## src/rtl/ea_pkg.sv

```systemverilog
package ea_pkg;
    localparam int EA_XLEN = 32;

    typedef enum logic [2:0] {
        M_REG   = 3'b000,
        M_IMM   = 3'b001,
        M_ABS   = 3'b010,
        M_IND   = 3'b011,
        M_PREDC = 3'b100,
        M_POSTI = 3'b101,
        M_BIX   = 3'b110,
        M_BAD   = 3'b111
    } ea_mode_e;

    typedef struct packed {
        logic                 vld;
        logic                 ea_vld;
        logic                 wb_en;
        logic                 err;
        logic [EA_XLEN-1:0]   ea;
        logic [EA_XLEN-1:0]   opnd;
        logic [EA_XLEN-1:0]   wb_val;
    } ea_out_t;
endpackage

```

## src/rtl/ea_step.sv

```systemverilog
module ea_step #(
    parameter int XLEN       = 32,
    parameter int STEP_W     = 8,
    parameter int FIXED_STEP = 4
) (
    input  logic              step_sel,
    input  logic [STEP_W-1:0] step_amt,
    output logic [XLEN-1:0]   step
);
    localparam int PAD_W = XLEN - STEP_W;
    localparam logic [XLEN-1:0] FIXED_V = XLEN'(FIXED_STEP);

    always_comb begin
        step = step_sel ? {{PAD_W{1'b0}}, step_amt} : FIXED_V;
    end
endmodule

```

## src/rtl/ea_sum.sv

```systemverilog
module ea_sum #(
    parameter int XLEN     = 32,
    parameter int NARROW_W = 24,
    parameter int WIDE_W   = 31
) (
    input  logic [XLEN-1:0] a,
    input  logic [XLEN-1:0] b,
    input  logic [XLEN-1:0] c,
    input  logic            wide,
    output logic [XLEN-1:0] y
);
    localparam logic [XLEN-1:0] NARROW_M = {{(XLEN-NARROW_W){1'b0}}, {NARROW_W{1'b1}}};
    localparam logic [XLEN-1:0] WIDE_M   = {{(XLEN-WIDE_W){1'b0}}, {WIDE_W{1'b1}}};

    logic [XLEN-1:0] raw;

    always_comb begin
        raw = a + b + c;
        y   = raw & (wide ? WIDE_M : NARROW_M);
    end
endmodule

```

## src/rtl/ea_gen_unit.sv

```systemverilog
module ea_gen_unit #(
    parameter int XLEN       = ea_pkg::EA_XLEN,
    parameter int STEP_W     = 8,
    parameter int FIXED_STEP = 4,
    parameter int NARROW_W   = 24,
    parameter int WIDE_W     = 31
) (
    input  logic              clk,
    input  logic              rst_n,
    input  logic              in_vld,
    input  logic [2:0]        mode,
    input  logic              wide,
    input  logic [XLEN-1:0]   base_val,
    input  logic [XLEN-1:0]   index_val,
    input  logic              index_en,
    input  logic [XLEN-1:0]   disp,
    input  logic              step_sel,
    input  logic [STEP_W-1:0] step_amt,
    output logic              out_vld,
    output logic              ea_vld,
    output logic [XLEN-1:0]   ea,
    output logic [XLEN-1:0]   opnd,
    output logic              wb_en,
    output logic [XLEN-1:0]   wb_val,
    output logic              err
);
    import ea_pkg::*;

    localparam logic [XLEN-1:0] ZERO = '0;

    logic [XLEN-1:0] step, step_neg, idx_term;
    logic [XLEN-1:0] abs_a, ptr_a, pre_a, post_a, bix_a;
    ea_out_t res_d, res_q;
    ea_mode_e mode_e;

    assign mode_e   = ea_mode_e'(mode);
    assign step_neg = ~step + 1'b1;
    assign idx_term = index_en ? index_val : ZERO;

    ea_step #(.XLEN(XLEN), .STEP_W(STEP_W), .FIXED_STEP(FIXED_STEP)) u_step (
        .step_sel(step_sel), .step_amt(step_amt), .step(step)
    );

    ea_sum #(.XLEN(XLEN), .NARROW_W(NARROW_W), .WIDE_W(WIDE_W)) u_abs (
        .a(disp), .b(ZERO), .c(ZERO), .wide(wide), .y(abs_a)
    );
    ea_sum #(.XLEN(XLEN), .NARROW_W(NARROW_W), .WIDE_W(WIDE_W)) u_ptr (
        .a(base_val), .b(ZERO), .c(ZERO), .wide(wide), .y(ptr_a)
    );
    ea_sum #(.XLEN(XLEN), .NARROW_W(NARROW_W), .WIDE_W(WIDE_W)) u_pre (
        .a(base_val), .b(step_neg), .c(ZERO), .wide(wide), .y(pre_a)
    );
    ea_sum #(.XLEN(XLEN), .NARROW_W(NARROW_W), .WIDE_W(WIDE_W)) u_post (
        .a(base_val), .b(step), .c(ZERO), .wide(wide), .y(post_a)
    );
    ea_sum #(.XLEN(XLEN), .NARROW_W(NARROW_W), .WIDE_W(WIDE_W)) u_bix (
        .a(base_val), .b(idx_term), .c(disp), .wide(wide), .y(bix_a)
    );

    always_comb begin
        res_d = '0;
        if (in_vld) begin
            res_d.vld = 1'b1;
            unique case (mode_e)
                M_REG:   res_d.opnd = base_val;
                M_IMM:   res_d.opnd = disp;
                M_ABS:   begin res_d.ea_vld = 1'b1; res_d.ea = abs_a; end
                M_IND:   begin res_d.ea_vld = 1'b1; res_d.ea = ptr_a; end
                M_PREDC: begin
                    res_d.ea_vld = 1'b1;
                    res_d.ea     = pre_a;
                    res_d.wb_en  = 1'b1;
                    res_d.wb_val = pre_a;
                end
                M_POSTI: begin
                    res_d.ea_vld = 1'b1;
                    res_d.ea     = ptr_a;
                    res_d.wb_en  = 1'b1;
                    res_d.wb_val = post_a;
                end
                M_BIX:   begin res_d.ea_vld = 1'b1; res_d.ea = bix_a; end
                default: res_d.err = 1'b1;
            endcase
        end
    end

    always_ff @(posedge clk) begin
        if (!rst_n) res_q <= '0;
        else        res_q <= res_d;
    end

    assign out_vld = res_q.vld;
    assign ea_vld  = res_q.ea_vld;
    assign ea      = res_q.ea;
    assign opnd    = res_q.opnd;
    assign wb_en   = res_q.wb_en;
    assign wb_val  = res_q.wb_val;
    assign err     = res_q.err;
endmodule

```

## config.mk

```make
export PLATFORM = sky130hd
export DESIGN_NAME = ea_gen_unit
export DESIGN_NICKNAME = d
export VERILOG_FILES = /design/src/rtl/ea_pkg.sv /design/src/rtl/ea_step.sv /design/src/rtl/ea_sum.sv /design/src/rtl/ea_gen_unit.sv
export SDC_FILE = /design/constraint.sdc
export NUM_CORES = 1
export LEC_CHECK = 0
export BUFFER_PORTS_ARGS = -buffer_cell sky130_fd_sc_hd__buf_2
export CAP_MARGIN = 20
export CORE_MARGIN = 1
export CORE_UTILIZATION = 44
export CTS_BUF_LIST = sky130_fd_sc_hd__clkbuf_2
export CTS_CLUSTER_DIAMETER = 50
export DETAILED_ROUTE_END_ITERATION = 12
export HOLD_SLACK_MARGIN = 0.03
export PLACE_DENSITY = 0.68
export SLEW_MARGIN = 20
export SYNTH_ARGS = -nofsm -noshare
export SYNTH_HDL_FRONTEND = slang
export SYNTH_SLANG_ARGS = --single-unit
```

## constraint.sdc

```tcl
create_clock -name clk -period 10.3 [get_ports clk]
set_input_delay 1.03 -clock clk [delete_from_list [all_inputs] [get_ports clk]]
set_output_delay 1.03 -clock clk [all_outputs]
set_load 0.05 [all_outputs]
```

==> impl_metrics.yaml <==
clock_tree:
  clk_pin_slew_ps: 290
  ctsRootBufferMaster: "clkbuf_2"
  cts.sinks: 98
  cts_hold_buf: 0
  clockBufferDepth: 2
  numCtsBuffers: 9
  post-cts-setup-buffers: 0
  cts_tree: "yes"
  htree_levels: 3
  cts-resized-gates: 0
timing:
  min_period_ps: 4308
  worst_pin_slew_ps: 1175
  hold_viol: 0
  maxSlewHeadroom: 0.2150
  setup_violations: 0
  slew_violations: 0
  finalCritPeriodShare: 0.4182
  setup_tns_ps: 0
  rsz0062_at_grt: "false"
  max_freq_mhz: 232.1
global_routing:
  grt_pass1_vias: 7799
  antenna_found_initial: 1
  track_usage: 0.3005
  grt_remaining_overflow: 0
  grt_pass1_wl_mm: 42.81
  grt_max_degree: 61
floorplanning:
  initial_core_util: 0.4560
  die_y_um: 136.6
  die_w_um: 136.6
  core_area_um2: 17480
  io_pins: 213
  die-area_um2: 18650
  rows: 48
worst_setup_path:
  crit_path_max_incr_delay_ps: 450
  cp.buffers_inverters: 3
  path_cells: "buf_2 -> nand2_1 -> fa_1 -> inv_1 -> ha_1 -> inv_1 -> fa_1 -> nor2b_1 -> o31ai_1 -> a21oi_1 -> a311o_1 -> a21oi_1 -> o41ai_1 -> mux2_2 -> nand3_1"
  critPathArrivalTime_ps: 4950
  end_kind: "register"
  crit_cells: 15
  cp_max_fo: 31
  path_class: "input pin to register"
  crit_family: "compound AO/OA/AOI/OAI gates"
  slowest_stage: "buf_2"
  critPathRequiredTime_ps: 10940
  crit_path_start_kind: "input pin"
yosys:
  avgSynthCellArea_um2: 7.890
  synthTopCellsByCount: "nor2_1 (109), dfxtp_1 (98), nand2_1 (90)"
  yosysTopAreaCell: "dfxtp_1"
  yosys-top-cells-area: "dfxtp_1 (25%), fa_1 (8.3%), ha_1 (7.1%), nor2_1 (5.1%), xnor2_1 (4.4%)"
  synth_cell_types: 64
  synth-warning-count: 0
  ys_seq_area_frac: 0.2462
  synth_enable_flop_cells: 0
  ys_ff_latch: 98
  synth_top_area_share: 0.2462
  synth_most_common_cell: "nor2_1"
  async_flop_share: 0
  synth_cells: 1010
  syn-cell-area_um2: 7969
  synthFlopType: "dfxtp_1"
cells_and_area:
  stdcell_count: 1395
  syn_to_final_growth_pct: 15.45
  stdcell_area_um2: 9200
  nNetsFinal: 1355
  drive_gt1_frac: 0.2123
  final_util: 0.5264
min_path:
  hold_class: "input pin to register"
  min_delay_path_depth: 3
  hp-start: "base_val[31]"
  holdPathEnd: "opnd[31]$_SDFF_PN0_"
place:
  hpwl_mm: 20.34
  gp_congestion: 0.9481
  io_buffers: 209
  dp.cells: 1378
  dpl-instance-area_um2: 9065
power:
  pwr-share-seq: 0.354
  power_switching_mw: 0.4645
  leakage_nw: 4.072
  p_per_area_nw_per_um2: 121.1
  finalPower_mw: 1.114
  p_int_mw: 0.6499
  p_comb_frac: 0.446
  pwr-share-clk: 0.200
  ir_worst_vdd_uv: 63.14
  switching_share: 0.4168
detailed_routing:
  first_pass_iters: 6
  drtIter0Drc: 755
  viasPerCell: 5.951
  vias: 8302
  final_antenna_net_count: 0
  wire_per_inst_um: 19.75
  route.detailed.drc: 0
  drt-total-wl_mm: 27.55
outcome:
  outcome: "complete, no violations"
flow_run:
  drv_cap: 0
[logic make-up after synthesis]
logic type / count (synthesis) / synth area share
AND/OR/NAND/NOR: 374 / 0.2295
AO/OA/AOI/OAI: 271 / 0.2269
buffers and inverters: 109 / 0.05370
flip-flops: 98 / 0.2462
adder cells (fa/ha/maj): 78 / 0.1536
XOR/XNOR: 67 / 0.07364
multiplexers: 12 / 0.01601
other: 1 / 0.0004706
[metrics by stage]
stage | worst slack [ps] | hold WS [ps]
global route | 5743 | 588.3
floorplan | 6370 | 1169
global placement | 5361 | 1277
finish | 5992 | 595.5
detailed placement | 5315 | 1280
CTS | 6042 | 572.4
[flip-flops by register name, summed over array words and instances (netlist names)]
| name | count |
|---|---|
| wb_en | 1 |
| wb_val | 31 |
| ea | 31 |
| opnd | 32 |
| ea_vld | 1 |
| err | 1 |
| out_vld | 1 |
[placed cells by master, fill, tap and decap left out, types with 6 or more instances in the layout]
cell type | netlist | routed
o31ai_1 | 6 | 6
nor3_1 | 26 | 25
inv_1 | 34 | 34
a22oi_1 | 44 | 44
and2_1 | 37 | 36
clkbuf_2 | 0 | 10
buf_2 | 0 | 209
o22ai_1 | 15 | 15
nand2b_1 | 12 | 12
and3_1 | 11 | 11
or4_1 | 8 | 8
nand4_1 | 17 | 17
buf_4 | 3 | 7
nor2_1 | 109 | 109
ha_1 | 45 | 45
nand2_1 | 90 | 89
mux2i_1 | 6 | 6
nand3_1 | 26 | 26
xnor2_1 | 40 | 40
a31oi_1 | 11 | 11
mux2_2 | 6 | 6
a21oi_1 | 58 | 58
dfxtp_1 | 98 | 98
nor2b_1 | 11 | 11
xor2_1 | 27 | 27
fa_1 | 33 | 33
a21o_1 | 16 | 16
o21ai_0 | 49 | 49
o211ai_1 | 9 | 9
o21a_1 | 9 | 9
[how the worst max path moves through the flow]
stage                   from                 to  slack [ps]
global route        index_en  ea[27]$_SDFF_PN0_        5740
global placement    index_en  ea[27]$_SDFF_PN0_        5360
floorplan           index_en  ea[27]$_SDFF_PN0_        6370
detailed placement  index_en  ea[27]$_SDFF_PN0_        5320
CTS                 index_en  ea[27]$_SDFF_PN0_        6040
finish              index_en  ea[27]$_SDFF_PN0_        5990
[layer usage]
layer	up-vias	track usage	routed length, um
met1	3923	0.4143	12100
li1	3905	-	-
met3	38	0.05778	2464
met2	436	0.4805	12560
met4	0	0.07160	424
met5	-	0	0
[layout make-up]
cell class | count | area, um2
diodes | 2 | 5.005
fillers | 1747 | 8277
clock buffers | 10 | 50.05
inverters | 35 | 131.4
multi-input cells | 804 | 5592
flip-flops and latches | 98 | 1962
clock inverters | 5 | 80.08
well taps | 225 | 281.5
repair buffers | 216 | 1099
[power groups by stage]
stage | logic [mW] | clock network (mW) | registers [mW]
3_3_place_gp | 0.485 | 0 | 0.402
4_1_cts | 0.489 | 0.225 | 0.395
6_report | 0.497 | 0.223 | 0.395
3_5_place_dp | 0.486 | 0 | 0.402
5_1_grt | 0.545 | 0.240 | 0.397
2_1_floorplan | 0.310 | 0 | 0.443
No activity file was read; power rests on OpenSTA's default activity.
